## src/rtl/camsync_pkg.sv

```systemverilog
package camsync_pkg;

    localparam int BYTE_W   = 8;
    localparam int SYNC_LEN = 4;
    localparam int HOLD     = SYNC_LEN - 1;
    localparam int WIN_W    = BYTE_W * SYNC_LEN;
    localparam int PRE_W    = BYTE_W * HOLD;
    localparam int CNT_W    = $clog2(BYTE_W);
    localparam int CODE_W   = 2;

    localparam logic [BYTE_W-1:0] PRE_ONES  = '1;
    localparam logic [BYTE_W-1:0] PRE_ZEROS = '0;

    typedef enum logic [CODE_W-1:0] {
        CODE_LINE_ON   = 2'd0,
        CODE_LINE_OFF  = 2'd1,
        CODE_FRAME_ON  = 2'd2,
        CODE_FRAME_OFF = 2'd3
    } code_e;

    typedef struct packed {
        logic              vld;
        logic [BYTE_W-1:0] data;
    } slot_t;

    typedef struct packed {
        logic hs;
        logic vs;
    } sync_t;

    // Oldest byte in the low bits.
    function automatic logic is_prefix(logic [PRE_W-1:0] p);
        return p == {PRE_ZEROS, PRE_ZEROS, PRE_ONES};
    endfunction

    function automatic logic is_code(logic [BYTE_W-1:0] b);
        return b[BYTE_W-1:CODE_W] == '0;
    endfunction

    function automatic sync_t apply_code(sync_t cur, logic [CODE_W-1:0] c);
        sync_t r;
        r = cur;
        case (code_e'(c))
            CODE_LINE_ON:   r.hs = 1'b1;
            CODE_LINE_OFF:  r.hs = 1'b0;
            CODE_FRAME_ON:  r.vs = 1'b1;
            CODE_FRAME_OFF: r.vs = 1'b0;
        endcase
        return r;
    endfunction

endpackage

```

## src/rtl/camsync_aligner.sv

```systemverilog
module camsync_aligner
    import camsync_pkg::*;
(
    input  logic              clk,
    input  logic              rst,
    input  logic              bit_vld,
    input  logic              bit_in,
    output logic              locked,
    output logic              byte_vld,
    output logic [BYTE_W-1:0] byte_data,
    output logic              lock_stb,
    output logic [CODE_W-1:0] lock_code
);

    logic [WIN_W-1:0]  win;
    logic [WIN_W-1:0]  win_n;
    logic [BYTE_W-1:0] sh;
    logic [BYTE_W-1:0] sh_n;
    logic [CNT_W-1:0]  cnt;
    logic              hit;

    // New bits enter at the top, so the oldest bit sits at bit 0 (LSB first).
    assign win_n = {bit_in, win[WIN_W-1:1]};
    assign sh_n  = {bit_in, sh[BYTE_W-1:1]};
    assign hit   = is_prefix(win_n[PRE_W-1:0]) && is_code(win_n[WIN_W-1 -: BYTE_W]);

    always_ff @(posedge clk) begin
        if (rst) begin
            win       <= '0;
            sh        <= '0;
            cnt       <= '0;
            locked    <= 1'b0;
            byte_vld  <= 1'b0;
            byte_data <= '0;
            lock_stb  <= 1'b0;
            lock_code <= '0;
        end else begin
            byte_vld <= 1'b0;
            lock_stb <= 1'b0;
            if (bit_vld) begin
                if (!locked) begin
                    win <= win_n;
                    if (hit) begin
                        locked    <= 1'b1;
                        cnt       <= '0;
                        lock_stb  <= 1'b1;
                        lock_code <= win_n[PRE_W +: CODE_W];
                    end
                end else begin
                    sh  <= sh_n;
                    cnt <= cnt + 1'b1;
                    if (cnt == CNT_W'(BYTE_W - 1)) begin
                        byte_vld  <= 1'b1;
                        byte_data <= sh_n;
                    end
                end
            end
        end
    end

    AST_BYTE_NEEDS_LOCK: assert property (@(posedge clk) disable iff (rst)
        byte_vld |-> locked);
    AST_LOCK_HOLDS: assert property (@(posedge clk) disable iff (rst)
        locked |=> locked);
    AST_BYTE_SPACING: assert property (@(posedge clk) disable iff (rst)
        byte_vld |=> !byte_vld);

endmodule

```

## src/rtl/camsync_codefilt.sv

```systemverilog
module camsync_codefilt
    import camsync_pkg::*;
(
    input  logic              clk,
    input  logic              rst,
    input  logic              strip,
    input  logic              byte_vld,
    input  logic [BYTE_W-1:0] byte_data,
    input  logic              lock_stb,
    input  logic [CODE_W-1:0] lock_code,
    output logic              o_vld,
    output logic [BYTE_W-1:0] o_data,
    output logic              o_hs,
    output logic              o_vs
);

    // line[0] newest, line[HOLD-1] oldest
    slot_t [HOLD-1:0] line;
    slot_t [HOLD-1:0] line_n;
    logic [PRE_W-1:0] pre_vec;
    logic             all_vld;
    logic             match;
    sync_t            sync_q;

    always_comb begin
        all_vld = 1'b1;
        for (int i = 0; i < HOLD; i++) begin
            pre_vec[i*BYTE_W +: BYTE_W] = line[HOLD-1-i].data;
            all_vld = all_vld & line[i].vld;
        end
    end

    assign match = strip && all_vld && is_prefix(pre_vec) && is_code(byte_data);

    always_comb begin
        line_n = line;
        if (!strip || (byte_vld && match)) begin
            line_n = '0;
        end else if (byte_vld) begin
            for (int i = HOLD-1; i > 0; i--) begin
                line_n[i] = line[i-1];
            end
            line_n[0] = '{vld: 1'b1, data: byte_data};
        end
    end

    always_ff @(posedge clk) begin
        if (rst) begin
            line   <= '0;
            o_vld  <= 1'b0;
            o_data <= '0;
            sync_q <= '0;
        end else begin
            line  <= line_n;
            o_vld <= 1'b0;
            if (!strip) begin
                sync_q <= '0;
                if (byte_vld) begin
                    o_vld  <= 1'b1;
                    o_data <= byte_data;
                end
            end else begin
                if (lock_stb) begin
                    sync_q <= apply_code(sync_q, lock_code);
                end
                if (byte_vld) begin
                    if (match) begin
                        sync_q <= apply_code(sync_q, byte_data[CODE_W-1:0]);
                    end else if (line[HOLD-1].vld) begin
                        o_vld  <= 1'b1;
                        o_data <= line[HOLD-1].data;
                    end
                end
            end
        end
    end

    assign o_hs = sync_q.hs;
    assign o_vs = sync_q.vs;

    AST_OUT_FOLLOWS_BYTE: assert property (@(posedge clk) disable iff (rst)
        o_vld |-> $past(byte_vld));
    AST_PASS_SYNC_LOW: assert property (@(posedge clk) disable iff (rst)
        !strip |=> (!o_hs && !o_vs));
    AST_CODE_DROPPED: assert property (@(posedge clk) disable iff (rst)
        (byte_vld && match) |=> !o_vld);
    AST_SYNC_ON_CODE_ONLY: assert property (@(posedge clk) disable iff (rst)
        (strip && !byte_vld && !lock_stb) |=> $stable({o_hs, o_vs}));

endmodule

```

## src/rtl/camsync_deser.sv

```systemverilog
module camsync_deser
    import camsync_pkg::*;
(
    input  logic              clk,
    input  logic              rst,
    input  logic              en,
    input  logic              strip_mode,
    input  logic              ser_vld,
    input  logic              ser_bit,
    output logic [BYTE_W-1:0] pix_data,
    output logic              pix_vld,
    output logic              hsync,
    output logic              vsync,
    output logic              out_oe
);

    logic              locked;
    logic              byte_vld;
    logic [BYTE_W-1:0] byte_data;
    logic              lock_stb;
    logic [CODE_W-1:0] lock_code;
    logic              f_vld;
    logic [BYTE_W-1:0] f_data;
    logic              f_hs;
    logic              f_vs;

    camsync_aligner u_align (
        .clk       (clk),
        .rst       (rst),
        .bit_vld   (ser_vld),
        .bit_in    (ser_bit),
        .locked    (locked),
        .byte_vld  (byte_vld),
        .byte_data (byte_data),
        .lock_stb  (lock_stb),
        .lock_code (lock_code)
    );

    camsync_codefilt u_filt (
        .clk       (clk),
        .rst       (rst),
        .strip     (strip_mode),
        .byte_vld  (byte_vld),
        .byte_data (byte_data),
        .lock_stb  (lock_stb),
        .lock_code (lock_code),
        .o_vld     (f_vld),
        .o_data    (f_data),
        .o_hs      (f_hs),
        .o_vs      (f_vs)
    );

    assign out_oe   = en;
    assign pix_data = en ? f_data : '0;
    assign pix_vld  = en & f_vld;
    assign hsync    = en & f_hs;
    assign vsync    = en & f_vs;

    AST_NO_OUT_UNLOCKED: assert property (@(posedge clk) disable iff (rst)
        !locked |-> !pix_vld);

endmodule

```

## config.mk

```make
export PLATFORM = sky130hd
export DESIGN_NAME = camsync_deser
export DESIGN_NICKNAME = d
export VERILOG_FILES = /design/src/rtl/camsync_pkg.sv /design/src/rtl/camsync_aligner.sv /design/src/rtl/camsync_codefilt.sv /design/src/rtl/camsync_deser.sv
export SDC_FILE = /design/constraint.sdc
export NUM_CORES = 1
export LEC_CHECK = 0
export BUFFER_PORTS_ARGS = -buffer_cell sky130_fd_sc_hd__buf_4
export CORE_MARGIN = 2
export CORE_UTILIZATION = 55
export CTS_CLUSTER_SIZE = 10
export DETAILED_ROUTE_END_ITERATION = 16
export PLACE_DENSITY = 0.71
export SETUP_SLACK_MARGIN = 0.05
export SLEW_MARGIN = 20
export SYNTH_ARGS = -nofsm -noshare
export SYNTH_HDL_FRONTEND = slang
export SYNTH_HIERARCHICAL = 1
export SYNTH_SLANG_ARGS = --single-unit
export TNS_END_PERCENT = 100
```

## constraint.sdc

```tcl
create_clock -name clk -period 1.9 [get_ports clk]
set_input_delay 0.38 -clock clk [delete_from_list [all_inputs] [get_ports clk]]
set_output_delay 0.38 -clock clk [all_outputs]
set_load 0.05 [all_outputs]
```

**Word-level counts from Yosys, hierarchy flattened**

Index checks and enable logic that the tools add are counted.

- Flip-flop bits (word level): 94
- Input bits: 6

- Mux-type cells: 23
- Add/sub/neg operators: 1
- Bitwise gates (word level): 8
- Reduce and logical (&&, ||, !) cells: 22
- Equality and inequality tests: 13

Operators by type and width:

| operator | count |
|---|---|
| $eq A24 B8 Y1 const B | 2 |
| $mux W8 | 6 |
| $logic_not A6 Y1 | 2 |
| $reduce_and A3 Y1 | 3 |
| $eq A2 B2 Y1 const B | 4 |
| $mux W1 | 8 |
| $ne A4 B4 Y1 const B | 2 |
| $pmux W1 S2 | 4 |
| $mux W2 | 3 |
| $mux W3 | 2 |
| $reduce_and A2 Y1 | 3 |
| $reduce_or A3 Y1 | 2 |
| $and A1 B1 Y1 | 5 |
| $logic_and A1 B1 Y1 | 5 |
| $eq A2 B1 Y1 const B | 2 |
| $logic_not A2 Y1 | 2 |
| $reduce_or A2 Y1 | 2 |
| $add A3 B1 Y3 const B | 1 |
| $eq A3 B3 Y1 const B | 1 |
| $not A1 Y1 | 3 |
| $ne A2 B1 Y1 const B | 1 |
| $ne A2 B2 Y1 const B | 1 |
| $reduce_bool A2 Y1 | 1 |
| $logic_not A1 Y1 | 1 |
| $logic_or A1 B1 Y1 | 1 |

**Logic depth before layout (Yosys ltp)**

- Word-level depth: 8
- Depth in mapped cells: 6

**By module**

Netlist, hierarchy kept.

By module, submodules not included:

| module | instances | area each (um2) | cells an instance |
|---|---|---|---|
| camsync_aligner | 1 | 2020.7 | 245 |
| camsync_codefilt | 1 | 1700.4 | 170 |
| camsync_deser | 1 | 87.6 | 13 |

**Least setup slack after synthesis**

Ideal clock, no wire load.

- Kind: reg2reg
- Start point: reg u_align.byte_data[7]
- End point: reg u_filt.sync_q, in the netlist u_filt/o_hs
- Data required time: 1.779 ns
- Buffers on the path: 0
- Stages on the path, launching flop included: 5
- Arrival time: 1.489 ns
- Setup time: 0.121 ns
- Path slack: 0.290 ns
- Period minus slack after synthesis: 1.610 ns
- Cell sequence: dfxtp_1 -> nor4_2 -> nand4_2 -> nor4_4 -> mux2_4

- Cells in the longest elaborated chain, start to end: 4

RTL lines:

| element | RTL line | RTL |
|---|---|---|
| start, declared | camsync_aligner.sv:10 | `output logic [BYTE_W-1:0] byte_data,` |
| start signal, assigned | camsync_aligner.sv:54 | `byte_data <= sh_n;` |
| $logic_not A6 Y1 (*) | camsync_pkg.sv:37 | `return b[BYTE_W-1:CODE_W] == '0;` |
| $logic_and A1 B1 Y1 (*) | camsync_codefilt.sv:33 | `assign match = strip && all_vld && is_prefix(pre_vec) && is_code(byte_data);` |
| $mux W2 | camsync_codefilt.sv:67 | `if (match) begin` |
| $mux W2 | camsync_codefilt.sv:66 | `if (byte_vld) begin` |
| end signal, assigned | camsync_codefilt.sv:64 | `sync_q <= apply_code(sync_q, lock_code);` |
| end signal, assigned | camsync_codefilt.sv:68 | `sync_q <= apply_code(sync_q, byte_data[CODE_W-1:0]);` |
| end, declared | camsync_codefilt.sv:23 | `sync_t sync_q;` |

Mark *: on every way between the ends. The rest lies on a longest branch, timed or not.
A chain may end at the register's enable or synchronous reset.

**Final worst setup path**

- Start point: reg u_align.byte_data[6]
- End point: reg u_filt.sync_q, in the netlist u_filt/o_vs

Same word-level chain as after synthesis.

==> metrics.md <==
| Metric | Value |
|---|---|
| I/O pin total | 18 |
| 1st-iter DRT viols | 139 |
| Worst EP required | 2140 ps |
| Port Buffers | 17 |
| CTS tree | yes |
| Max clock buf depth | 2 |
| Status | finished, final reports clean |
| H-tree Lvls | 3 |
| Comb pwr share | 3.2% |
| Die Width | 87.2 µm |
| F_max | 574 MHz |
| Worst-Skew Late Latency | 350 ps |
| Core area | 0.00676 mm² |
| Register area | 0.00184 mm² |
| Worst hold path type | in -> reg |
| Final setup violation count | 0 |
| Drt first pass iters | 4 |
| Root buffer cell | clkbuf_8 |
| # rows | 30 |
| Area of the multi-input gates | 0.00180 mm² |
| Max Cap Violations | 0 |
| Final Max Slew Viols | 0 |
| Synthesized area per cell | 8.90 µm² |
| Synth Flop Type | dfxtp_1 |
| Synth Register Bits | 92 |
| Largest net degree at the start of global routing | 59 |
| Clock Skew | 8.22 ps |
| Setup tns final | 0 ps |
| Worst Setup End Kind | flip-flop |
| Post-Place Cells | 506 |
| Power Dens Cells | 802 mW/mm² |
| Post-CTS sizing | 0 |
| Avg WL per Cell | 14.4 µm |
| Post-synth ARST share | 0% |
| IR drop worst, VDD | 0.000551 V |
| CP Data Arrival Time | 1990 ps |
| Seq pwr share | 57.6% |
| Mapped Nets | 436 |
| Switch share | 22.3% |
| Dpl hpwl | 5080 µm |
| Final wirelength | 7510 µm |
| Worst-path fanout max | 4 |
| Area grow syn2layout | 9.79% |
| Slew at the pin closest to its max-slew limit | 581 ps |
| Mapped cell area | 0.00381 mm² |
| LEAKAGE | 0.00137 µW |
| Share of layout cells above drive strength 1 | 13.3% |
| Cell-internal power | 2610 µW |
| Initial antenna violation count | 0 |
| Synth unique cells | 41 |
| Total CTS buffers | 9 |
| Final ANT Viol Nets | 0 |
| Full die area | 0.00761 mm² |
| Initial Util | 56.4% |
| Cts hold-fix bufs | 0 |
| Critical-path top delay cell | nor4_4 |
| DRC | 0 |
| First-pass GRT wire length | 12400 µm |
| Ys Warns | 6 |
| Clock share of power | 39.2% |
| Non-filler instance count after layout | 522 |
| Post-route minimum period | 1740 ps |
| Vias in the first global route | 2577 |
| Crit Path Class | reg -> reg |
| Critical path startpoint category | flip-flop |
| Crit path cell chain | nor4b_4 > nand4_2 > nor4_4 > mux2_4 |
| Via Count | 2878 |
| Register area share after synthesis | 48.4% |
| Synth Instances | 428 |
| Clock sink count | 92 |
| Post-CTS setup buffer count | 0 |
| Final Wtd Congestion | 0.801 |
| Final hold vios | 0 |
| # diodes | 0 |
| Crit path largest cell delay | 410 ps |
| Worst slew margin | 61.3% |
| Die H | 87.2 µm |
| P_sw | 747 µW |
| Final layout net count | 445 |
| Unrepaired setup endpoints after global routing | no |
| Clk slew on worst S/H paths | 90 ps |
| Routed vias/inst | 5.51 |
| GRT Resource Usage Total | 20.7% |
| Period utilization | 91.7% |
| Post-synth EDFFs | 0 |
| GRT overflow | 0 |
| Filler Cells Inserted | 603 |
==> worst max-delay path, delay by kind of cell (launching register included) <==
kind	cells	cell delay [ps]
muxes	1	330
and+or+nand+nor	3	950
DFF	1	360
==> placed cells by master, fill, tap and decap left out, drive strengths merged, types with 11 or more instances in the layout <==
| cell | netlist | final |
|---|---|---|
| buf | 12 | 25 |
| a21oi | 54 | 54 |
| dfxtp | 92 | 92 |
| inv | 13 | 14 |
| nor2 | 29 | 29 |
| nand2 | 97 | 97 |
| and2 | 12 | 12 |
| clkbuf | 15 | 11 |
| mux2i | 25 | 25 |
| o21ai | 11 | 11 |
==> cell usage after synthesis (3+ instances only) <==
library cell	count	area share (%)
a21oi_1	54	7.1
a221oi_1	8	1.8
and2_1	12	2.0
buf_1	5	0.49
buf_2	5	0.66
clkbuf_1	15	1.5
dfxtp_1	92	48
inv_1	13	1.3
mux2i_1	25	6.6
nand2_1	97	9.6
nand2b_1	6	0.99
nand3_1	6	0.79
nand3b_1	8	1.6
nor2_1	29	2.9
nor3_1	3	0.39
nor4_2	3	0.99
nor4_4	3	1.7
o211ai_1	3	0.59
o21ai_0	11	1.4
==> metal layers <==
metal / global-route usage (%) / wire, µm / up-vias
met5: 0 / 0 / -
met4: 7.97 / 59 / 0
li1: - / - / 1477
met3: 3.41 / 296 / 6
met1: 28.3 / 3440 / 1338
met2: 33.1 / 3710 / 57
==> cells by family (layout without fill, tap and decap cells) <==
group                      Yosys count  in the layout  share of synthesized area [%]
AOI/OAI and AO/OA                   81             81                           12.5
muxes                               27             27                           7.36
buffers and inverters               40             54                           4.40
and+or+nand+nor                    186            186                           26.8
DFF                                 92             92                           48.4
adders and majority gates            2              2                          0.657
==> power groups by stage <==
stage / sequential (µW) / combinational, µW / clock (µW)
after detailed placement: 1980 / 108 / 0
after CTS: 1930 / 108 / 1350
final: 1930 / 108 / 1320
after global routing: 1930 / 119 / 1420
after global placement: 1980 / 109 / 0
after floorplan: 1980 / 74.1 / 0
==> area by class of cell <==
class / instances / share of cell area (%)
Tap cell: 80 / 2.39
Multi-Input combinational cell: 296 / 43.1
Clock buffer: 11 / 3.38
Clock inverter: 5 / 1.44
Sequential cell: 92 / 44.0
Inverter: 13 / 1.17
Timing Repair Buffer: 25 / 4.49
==> metrics by stage <==
stage / total power [µW] / util, % / setup slack [ps] / hold WS, ps / instance area [µm²]
3_3_place_gp: 2080 / 58.9 / 163 / 443 / 3980
2_1_floorplan: 2050 / - / 290 / 432 / 3810
4_1_cts: 3390 / 61.9 / 138 / 249 / 4180
5_1_grt: 3470 / 61.9 / 66.2 / 271 / 4180
6_report: 3350 / 61.9 / 157 / 269 / 4180
3_5_place_dp: 2080 / 58.9 / 129 / 447 / 3980
==> sequential cells by signal (all words and copies together) (netlist names) <==
register / count
u_align/win: 31
u_filt/line: 27
u_align/byte_data: 8
u_filt/o_data: 8
u_align/sh: 7
u_align/cnt: 3
u_align/lock_code: 2
u_align/byte_vld: 1
u_align/lock_stb: 1
u_align/locked: 1
u_filt/o_hs: 1
u_filt/o_vld: 1
u_filt/o_vs: 1
==> worst paths after layout <==
check                  startpoint                    to  slack, ps  cells after the start
max          u_align/byte_data[6]           u_filt/o_vs        160                      4
min                           rst          u_filt/o_vld        270                      2
max reg2reg  u_align/byte_data[6]           u_filt/o_vs        160                      4
min reg2reg         u_align/sh[1]  u_align/byte_data[0]        460                      2
(Power assumes the default switching activity.)
